--- config.mk ---
export PLATFORM = sky130hd
export DESIGN_NAME = sio_rx_filter
export DESIGN_NICKNAME = d
export VERILOG_FILES = /design/src/rtl/sio_rx_pkg.sv /design/src/rtl/sio_rx_sync.sv /design/src/rtl/sio_rx_phase.sv /design/src/rtl/sio_rx_vote.sv /design/src/rtl/sio_rx_filter.sv
export SDC_FILE = /design/constraint.sdc
export NUM_CORES = 1
export LEC_CHECK = 0
export BUFFER_PORTS_ARGS = -buffer_cell sky130_fd_sc_hd__buf_2
export CAP_MARGIN = 20
export CORE_MARGIN = 3
export CORE_UTILIZATION = 40
export CTS_CLUSTER_SIZE = 40
export DETAILED_ROUTE_END_ITERATION = 7
export GPL_TIMING_DRIVEN = 0
export PLACE_DENSITY = 0.63
export SLEW_MARGIN = 20
export SYNTH_ARGS = -nofsm -noshare
export SYNTH_HDL_FRONTEND = slang
export SYNTH_HIERARCHICAL = 1
export SYNTH_SLANG_ARGS = --single-unit
--- constraint.sdc ---
create_clock -name clk -period 3.75 [get_ports clk]
set_clock_uncertainty 0.2 [all_clocks]
set_input_delay 0.5625 -clock clk [delete_from_list [all_inputs] [get_ports clk]]
set_output_delay 0.5625 -clock clk [all_outputs]
set_load 0.05 [all_outputs]
--- src/rtl/sio_rx_pkg.sv ---
package sio_rx_pkg;
  typedef enum logic [1:0] {
    RX_HUNT  = 2'd0,
    RX_START = 2'd1,
    RX_BITS  = 2'd2
  } rx_state_t;

  localparam int unsigned RX_OSR    = 16;
  localparam int unsigned RX_DATA_W = 8;
endpackage

--- src/rtl/sio_rx_sync.sv ---
module sio_rx_sync #(
  parameter int unsigned STAGES = 2
) (
  input  logic clk,
  input  logic rst_n,
  input  logic din,
  output logic dout
);
  logic [STAGES-1:0] chain;

  generate
    if (STAGES == 1) begin : g_one
      always_ff @(posedge clk or negedge rst_n) begin
        if (!rst_n) chain <= '1;
        else        chain <= din;
      end
    end else begin : g_many
      always_ff @(posedge clk or negedge rst_n) begin
        if (!rst_n) chain <= '1;
        else        chain <= {chain[STAGES-2:0], din};
      end
    end
  endgenerate

  assign dout = chain[STAGES-1];
endmodule

--- src/rtl/sio_rx_phase.sv ---
module sio_rx_phase #(
  parameter int unsigned OSR = 16,
  localparam int unsigned CW = $clog2(OSR)
) (
  input  logic          clk,
  input  logic          rst_n,
  input  logic          tick,
  input  logic          restart,
  input  logic          run,
  output logic [CW-1:0] phase
);
  always_ff @(posedge clk or negedge rst_n) begin
    if (!rst_n) begin
      phase <= '0;
    end else if (tick) begin
      if (restart)
        phase <= '0;
      else if (run)
        phase <= (phase == CW'(OSR-1)) ? '0 : phase + 1'b1;
    end
  end
endmodule

--- src/rtl/sio_rx_vote.sv ---
module sio_rx_vote #(
  parameter int unsigned OSR = 16,
  parameter int unsigned MID = 8,
  localparam int unsigned CW = $clog2(OSR)
) (
  input  logic          clk,
  input  logic          rst_n,
  input  logic          tick,
  input  logic          run,
  input  logic [CW-1:0] phase,
  input  logic          rx,
  output logic          bit_stb,
  output logic          bit_val
);
  logic [CW-1:0] nxt;
  logic          s_early, s_mid;

  assign nxt = (phase == CW'(OSR-1)) ? '0 : phase + 1'b1;

  always_ff @(posedge clk or negedge rst_n) begin
    if (!rst_n) begin
      s_early <= 1'b1;
      s_mid   <= 1'b1;
    end else if (tick && run) begin
      if (nxt == CW'(MID-1)) s_early <= rx;
      if (nxt == CW'(MID))   s_mid   <= rx;
    end
  end

  assign bit_stb = tick && run && (nxt == CW'(MID+1));
  assign bit_val = (s_early & s_mid) | (s_early & rx) | (s_mid & rx);
endmodule

--- src/rtl/sio_rx_filter.sv ---
module sio_rx_filter
  import sio_rx_pkg::*;
#(
  parameter int unsigned DATA_W      = RX_DATA_W,
  parameter int unsigned OSR         = RX_OSR,
  parameter int unsigned SYNC_STAGES = 2,
  localparam int unsigned SR_W = DATA_W + 2,
  localparam int unsigned CW   = $clog2(OSR)
) (
  input  logic              clk,
  input  logic              rst_n,
  input  logic              tick16,
  input  logic              rxd,
  input  logic              frame11,
  input  logic              addr_filter,
  input  logic              out_take,
  output logic              out_valid,
  output logic [DATA_W-1:0] out_data,
  output logic              out_bit9
);
  rx_state_t     state;
  logic          rx_s, rx_prev, fall, busy;
  logic [CW-1:0] phase;
  logic          bit_stb, bit_val;
  logic [SR_W-1:0] sr;
  logic          mode11_q, last_bit, commit;
  logic [DATA_W-1:0] cap_data;
  logic          cap_bit9;

  sio_rx_sync #(.STAGES(SYNC_STAGES)) u_sync (
    .clk(clk), .rst_n(rst_n), .din(rxd), .dout(rx_s)
  );

  assign busy = (state != RX_HUNT);
  assign fall = tick16 && rx_prev && !rx_s;

  sio_rx_phase #(.OSR(OSR)) u_phase (
    .clk(clk), .rst_n(rst_n), .tick(tick16),
    .restart(!busy && fall), .run(busy), .phase(phase)
  );

  sio_rx_vote #(.OSR(OSR), .MID(OSR/2)) u_vote (
    .clk(clk), .rst_n(rst_n), .tick(tick16), .run(busy),
    .phase(phase), .rx(rx_s), .bit_stb(bit_stb), .bit_val(bit_val)
  );

  always_ff @(posedge clk or negedge rst_n) begin
    if (!rst_n)      rx_prev <= 1'b1;
    else if (tick16) rx_prev <= rx_s;
  end

  // sentinel: frame ends when the start zero sits at the watched slot
  assign last_bit = mode11_q ? !sr[SR_W-1] : !sr[SR_W-2];

  always_comb begin
    for (int i = 0; i < int'(DATA_W); i++) begin
      cap_data[i] = mode11_q ? sr[DATA_W-i] : sr[DATA_W-1-i];
    end
    cap_bit9 = mode11_q ? sr[0] : bit_val;
  end

  assign commit = (state == RX_BITS) && bit_stb && last_bit &&
                  !out_valid && (!addr_filter || cap_bit9);

  always_ff @(posedge clk or negedge rst_n) begin
    if (!rst_n) begin
      state    <= RX_HUNT;
      sr       <= '1;
      mode11_q <= 1'b0;
    end else begin
      unique case (state)
        RX_HUNT: begin
          if (fall) begin
            state    <= RX_START;
            sr       <= '1;
            mode11_q <= frame11;
          end
        end
        RX_START: begin
          if (bit_stb) begin
            if (bit_val) begin
              state <= RX_HUNT;
            end else begin
              sr    <= {sr[SR_W-2:0], 1'b0};
              state <= RX_BITS;
            end
          end
        end
        RX_BITS: begin
          if (bit_stb) begin
            if (last_bit) state <= RX_HUNT;
            else          sr    <= {sr[SR_W-2:0], bit_val};
          end
        end
        default: state <= RX_HUNT;
      endcase
    end
  end

  always_ff @(posedge clk or negedge rst_n) begin
    if (!rst_n) begin
      out_valid <= 1'b0;
      out_data  <= '0;
      out_bit9  <= 1'b0;
    end else if (commit) begin
      out_valid <= 1'b1;
      out_data  <= cap_data;
      out_bit9  <= cap_bit9;
    end else if (out_take) begin
      out_valid <= 1'b0;
    end
  end
endmodule

==> out/qor_table.md <==
| Metric | Reported | Unit |
| --- | --- | --- |
| TritonCTS clock tree | yes | - |
| Sequence of cells on the critical path | inv_1, ha_1, inv_1, nand3b_4, nor4b_1, nand2_1, a2111oi_4, buf_6, a21oi_1 | - |
| CP max-delay cell | sky130_fd_sc_hd__a2111oi_4 | - |
| Worst path most repeated cell | sky130_fd_sc_hd__inv_1 | - |
| Signal arrival time at the worst endpoint | 2890 | ps |
| Core region area | 3830 | µm² |
| Mapped Nets | 160 | - |
| Routed vias | 1120 | - |
| FFs w/ async S/R, synth | 100 | % |
| Length in cells of the worst reg-to-reg path | 9 | - |
| Fill cells | 369 | - |
| Final number of hold-violating endpoints | 0 | - |
| Cell variety after synth | 35 | - |
| Final critical delay including setup and external delays | 2940 | ps |
| DIE WIDTH | 70.4 | µm |
| Fraction of power consumed by combinational cells | 46.4 | % |
| Sequential power share | 37.3 | % |
| Routed via count divided by cell count | 5.11 | - |
| Resize count post-CTS | 0 | - |
| Period utilization | 78.3 | % |
| Number of buffers added for setup after CTS | 0 | - |
| Number of setup violations in the final report | 0 | - |
| Worst vdd rail ir drop | 0.317 | mV |
| Clock tree sinks | 32 | - |
| Net total in the final layout | 183 | - |
| GRT Total Usage | 13.7 | % |
| Count of port buffers added during placement | 16 | - |
| Maximum number of pins on one net before global-route repair | 33 | - |
| Commonest cells in the synthesized netlist | sky130_fd_sc_hd__nand2_1 (25), sky130_fd_sc_hd__dfrtp_1 (17), sky130_fd_sc_hd__dfstp_2 (15) | - |
| Detailed router's first-iteration violation count | 54 | - |
| Max Slew Vio Count | 0 | - |
| Net switching power | 650 | µW |
| First-pass GRT wire length | 5260 | µm |
| CTS hold repair buffers | 0 | - |
| Unrepaired setup endpoints after global routing | no | - |
| Critical path fanouts, max | 10 | - |
| Sequential fraction of the synthesis area | 49.5 | % |
| Type of element launching the critical path | flop | - |
| Layout-stage area growth over the synthesis result | 13.9 | % |
| Number of buffers inserted during clock tree synthesis | 5 | - |
| Top achievable clock speed | 0.341 | GHz |
| #FFs+latches synth | 32 | - |
| Detailed-routing iteration count for the pre-antenna-repair pass | 4 | - |
| WS Path Type | flop to flop | - |
| Worst setup EP type | flop | - |
| Worst path required time | 3700 | ps |
| Share of layout cells above drive strength 1 | 36.8 | % |
| Routed Wire Length | 2990 | µm |
| Most frequent cell after synthesis | sky130_fd_sc_hd__nand2_1 | - |
| Fraction of power spent switching nets | 39.3 | % |
| Run status | complete, no violations | - |
| Max-cap viol count | 0 | - |
| Total cell area at the placement stage | 1800 | µm² |
| Startpoint of the most critical register-to-register path | state[0] | - |
| Biggest area contributors in the synthesized netlist | sky130_fd_sc_hd__dfrtp_1 (26%), sky130_fd_sc_hd__dfstp_2 (24%), sky130_fd_sc_hd__mux2_2 (9.5%), sky130_fd_sc_hd__mux2i_1 (6.6%), sky130_fd_sc_hd__nand2_1 (5.7%) | - |
| Endpoint of the lowest-slack register-to-register path | out_bit9 | - |
| DR WL/cell | 13.6 | µm |
| Number of antenna-violating nets in the routed design | 0 | - |
| Antenna fix cells | 0 | - |
| Mean Syn Cell Area | 11.3 | µm² |
| Post-detail-place hpwl | 2180 | µm |
| # H-tree levels | 2 | - |
| Clock Latency Late Sink | 280 | ps |
| Post-synth EDFFs | 0 | - |
| Type of the most critical hold path | primary input to async pin | - |
| Number of warnings issued by yosys | 6 | - |
| Max incr delay on CP | 650 | ps |
| Number of standard cells after synthesis | 147 | - |
| Setup slack of the worst register-to-register path | 810 | ps |
| Placer's final routability congestion estimate | 0.720 | - |
| Worst path top cell family by delay | simple AND/OR/NAND/NOR gates | - |
| Non-Filler Cell Area, Final | 1890 | µm² |
| Overflow left after global routing | 0 | - |
| Vias in the first global route | 1135 | - |
| Share of the synthesized area in the top cell type | 25.7 | % |
| Clock share of power | 16.3 | % |
| Clock-pin slew on the worst setup and hold paths | 60 | ps |
| Post-synthesis instance area | 1660 | µm² |
| Antenna violations before repair | 0 | - |
| Total Negative Setup Slacks | 0 | ps |
| Boundary pin count | 17 | - |
| Row count | 22 | - |
| Power Internal | 1000 | µW |
| Initial Utilization | 43.3 | % |
| Relative slew margins | 51.4 | % |
| P per Cell Area | 877 | nW/µm² |
| Total power draw | 1650 | µW |
| Top cell type by total area after synthesis | sky130_fd_sc_hd__dfrtp_1 | - |
| Most frequently used flop master after synthesis | sky130_fd_sc_hd__dfrtp_1 | - |
| Die outline height | 70.4 | µm |
| Slew at the pin with the worst max-slew slack | 728 | ps |
| DRC viols | 0 | - |
| Clock root buffer master | sky130_fd_sc_hd__clkbuf_8 | - |
| Post-layout util | 49.3 | % |
| Leakage power summed over all cells | 0.000878 | µW |
| Final hold slack | 135 | ps |
| Area of the die | 4950 | µm² |
| CTS max path bufs | 2 | - |
| Worst path buffer plus inverter count | 3 | - |
-- power groups by stage --
stage	logic (µW)	registers [µW]	clock network, µW
4_1_cts	778	619	285
2_1_floorplan	575	654	0
3_3_place_gp	738	614	0
6_report	767	618	269
5_1_grt	861	641	296
3_5_place_dp	775	626	0
-- worst max-delay path by stage --
| stage | cells after the start | slack [ps] | end | from |
|---|---|---|---|---|
| floorplan | 9 | 1250 | out_bit9 | state[0] |
| global placement | 9 | 930 | out_bit9 | state[0] |
| detailed placement | 9 | 810 | out_bit9 | state[0] |
| CTS | 9 | 780 | out_bit9 | state[0] |
| global route | 9 | 550 | out_bit9 | state[0] |
| finish | 9 | 810 | out_bit9 | state[0] |
-- kinds of logic (layout without fill, tap and decap cells) --
logic type / after synthesis / in the layout / synth area share (%)
AO/OA/AOI/OAI: 24 / 24 / 10.6
adder cells (fa/ha/maj): 7 / 7 / 5.14
buffers and inverters: 11 / 35 / 3.47
flip-flops: 32 / 32 / 49.5
multiplexers: 26 / 26 / 16.8
AND/OR/NAND/NOR: 47 / 47 / 14.5
-- routing by layer --
layer | part of all wire (%) | up-vias | track usage [%]
li1 | - | 561 | -
met1 | 44 | 527 | 14.7
met2 | 49 | 26 | 23.3
met3 | 5.7 | 6 | 5.18
met4 | 2.0 | 0 | 6.81
met5 | 0 | - | 0
-- registers in the layout (all words and copies together) (netlist names) --
register        cells
state               2
out_valid           1
mode11_q            1
u_vote/s_mid        1
u_phase/phase       4
sr                 10
u_sync/chain        2
out_bit9            1
rx_prev             1
u_vote/s_early      1
out_data            8
-- cell usage in the layout (no fill, tap or decap), types with 2 or more instances in the layout --
cell type and n:
sky130_fd_sc_hd__mux2i_1 11, sky130_fd_sc_hd__nand3b_1 2, sky130_fd_sc_hd__dfstp_2 15, sky130_fd_sc_hd__o21ai_0 2, sky130_fd_sc_hd__dfrtp_1 17, sky130_fd_sc_hd__ha_1 6
sky130_fd_sc_hd__mux2_2 14, sky130_fd_sc_hd__inv_1 7, sky130_fd_sc_hd__clkbuf_1 2, sky130_fd_sc_hd__nor2_1 10, sky130_fd_sc_hd__buf_2 17, sky130_fd_sc_hd__nand2_1 25
sky130_fd_sc_hd__a21oi_1 11, sky130_fd_sc_hd__clkbuf_8 6, sky130_fd_sc_hd__o21ai_1 2, sky130_fd_sc_hd__buf_6 2, sky130_fd_sc_hd__nor3_2 2
-- metrics by stage --
| stage | setup slack [ps] | std cells |
|---|---|---|
| global route | 547 | 219 |
| CTS | 785 | 219 |
| global placement | 930 | 211 |
| floorplan | 1250 | 147 |
| finish | 814 | 219 |
| detailed placement | 806 | 211 |
-- final cells by class --
type | count | area, µm² | share of cell area, %
sequential | 32 | 820 | 43.4
timing repair buffer | 16 | 80.1 | 4.24
clock buffer | 8 | 90.1 | 4.77
inverter | 7 | 26.3 | 1.39
tap | 48 | 60.1 | 3.18
buffer | 4 | 31.3 | 1.66
multi-input combinational | 104 | 779 | 41.3
Power figures use the tool's default switching activity.
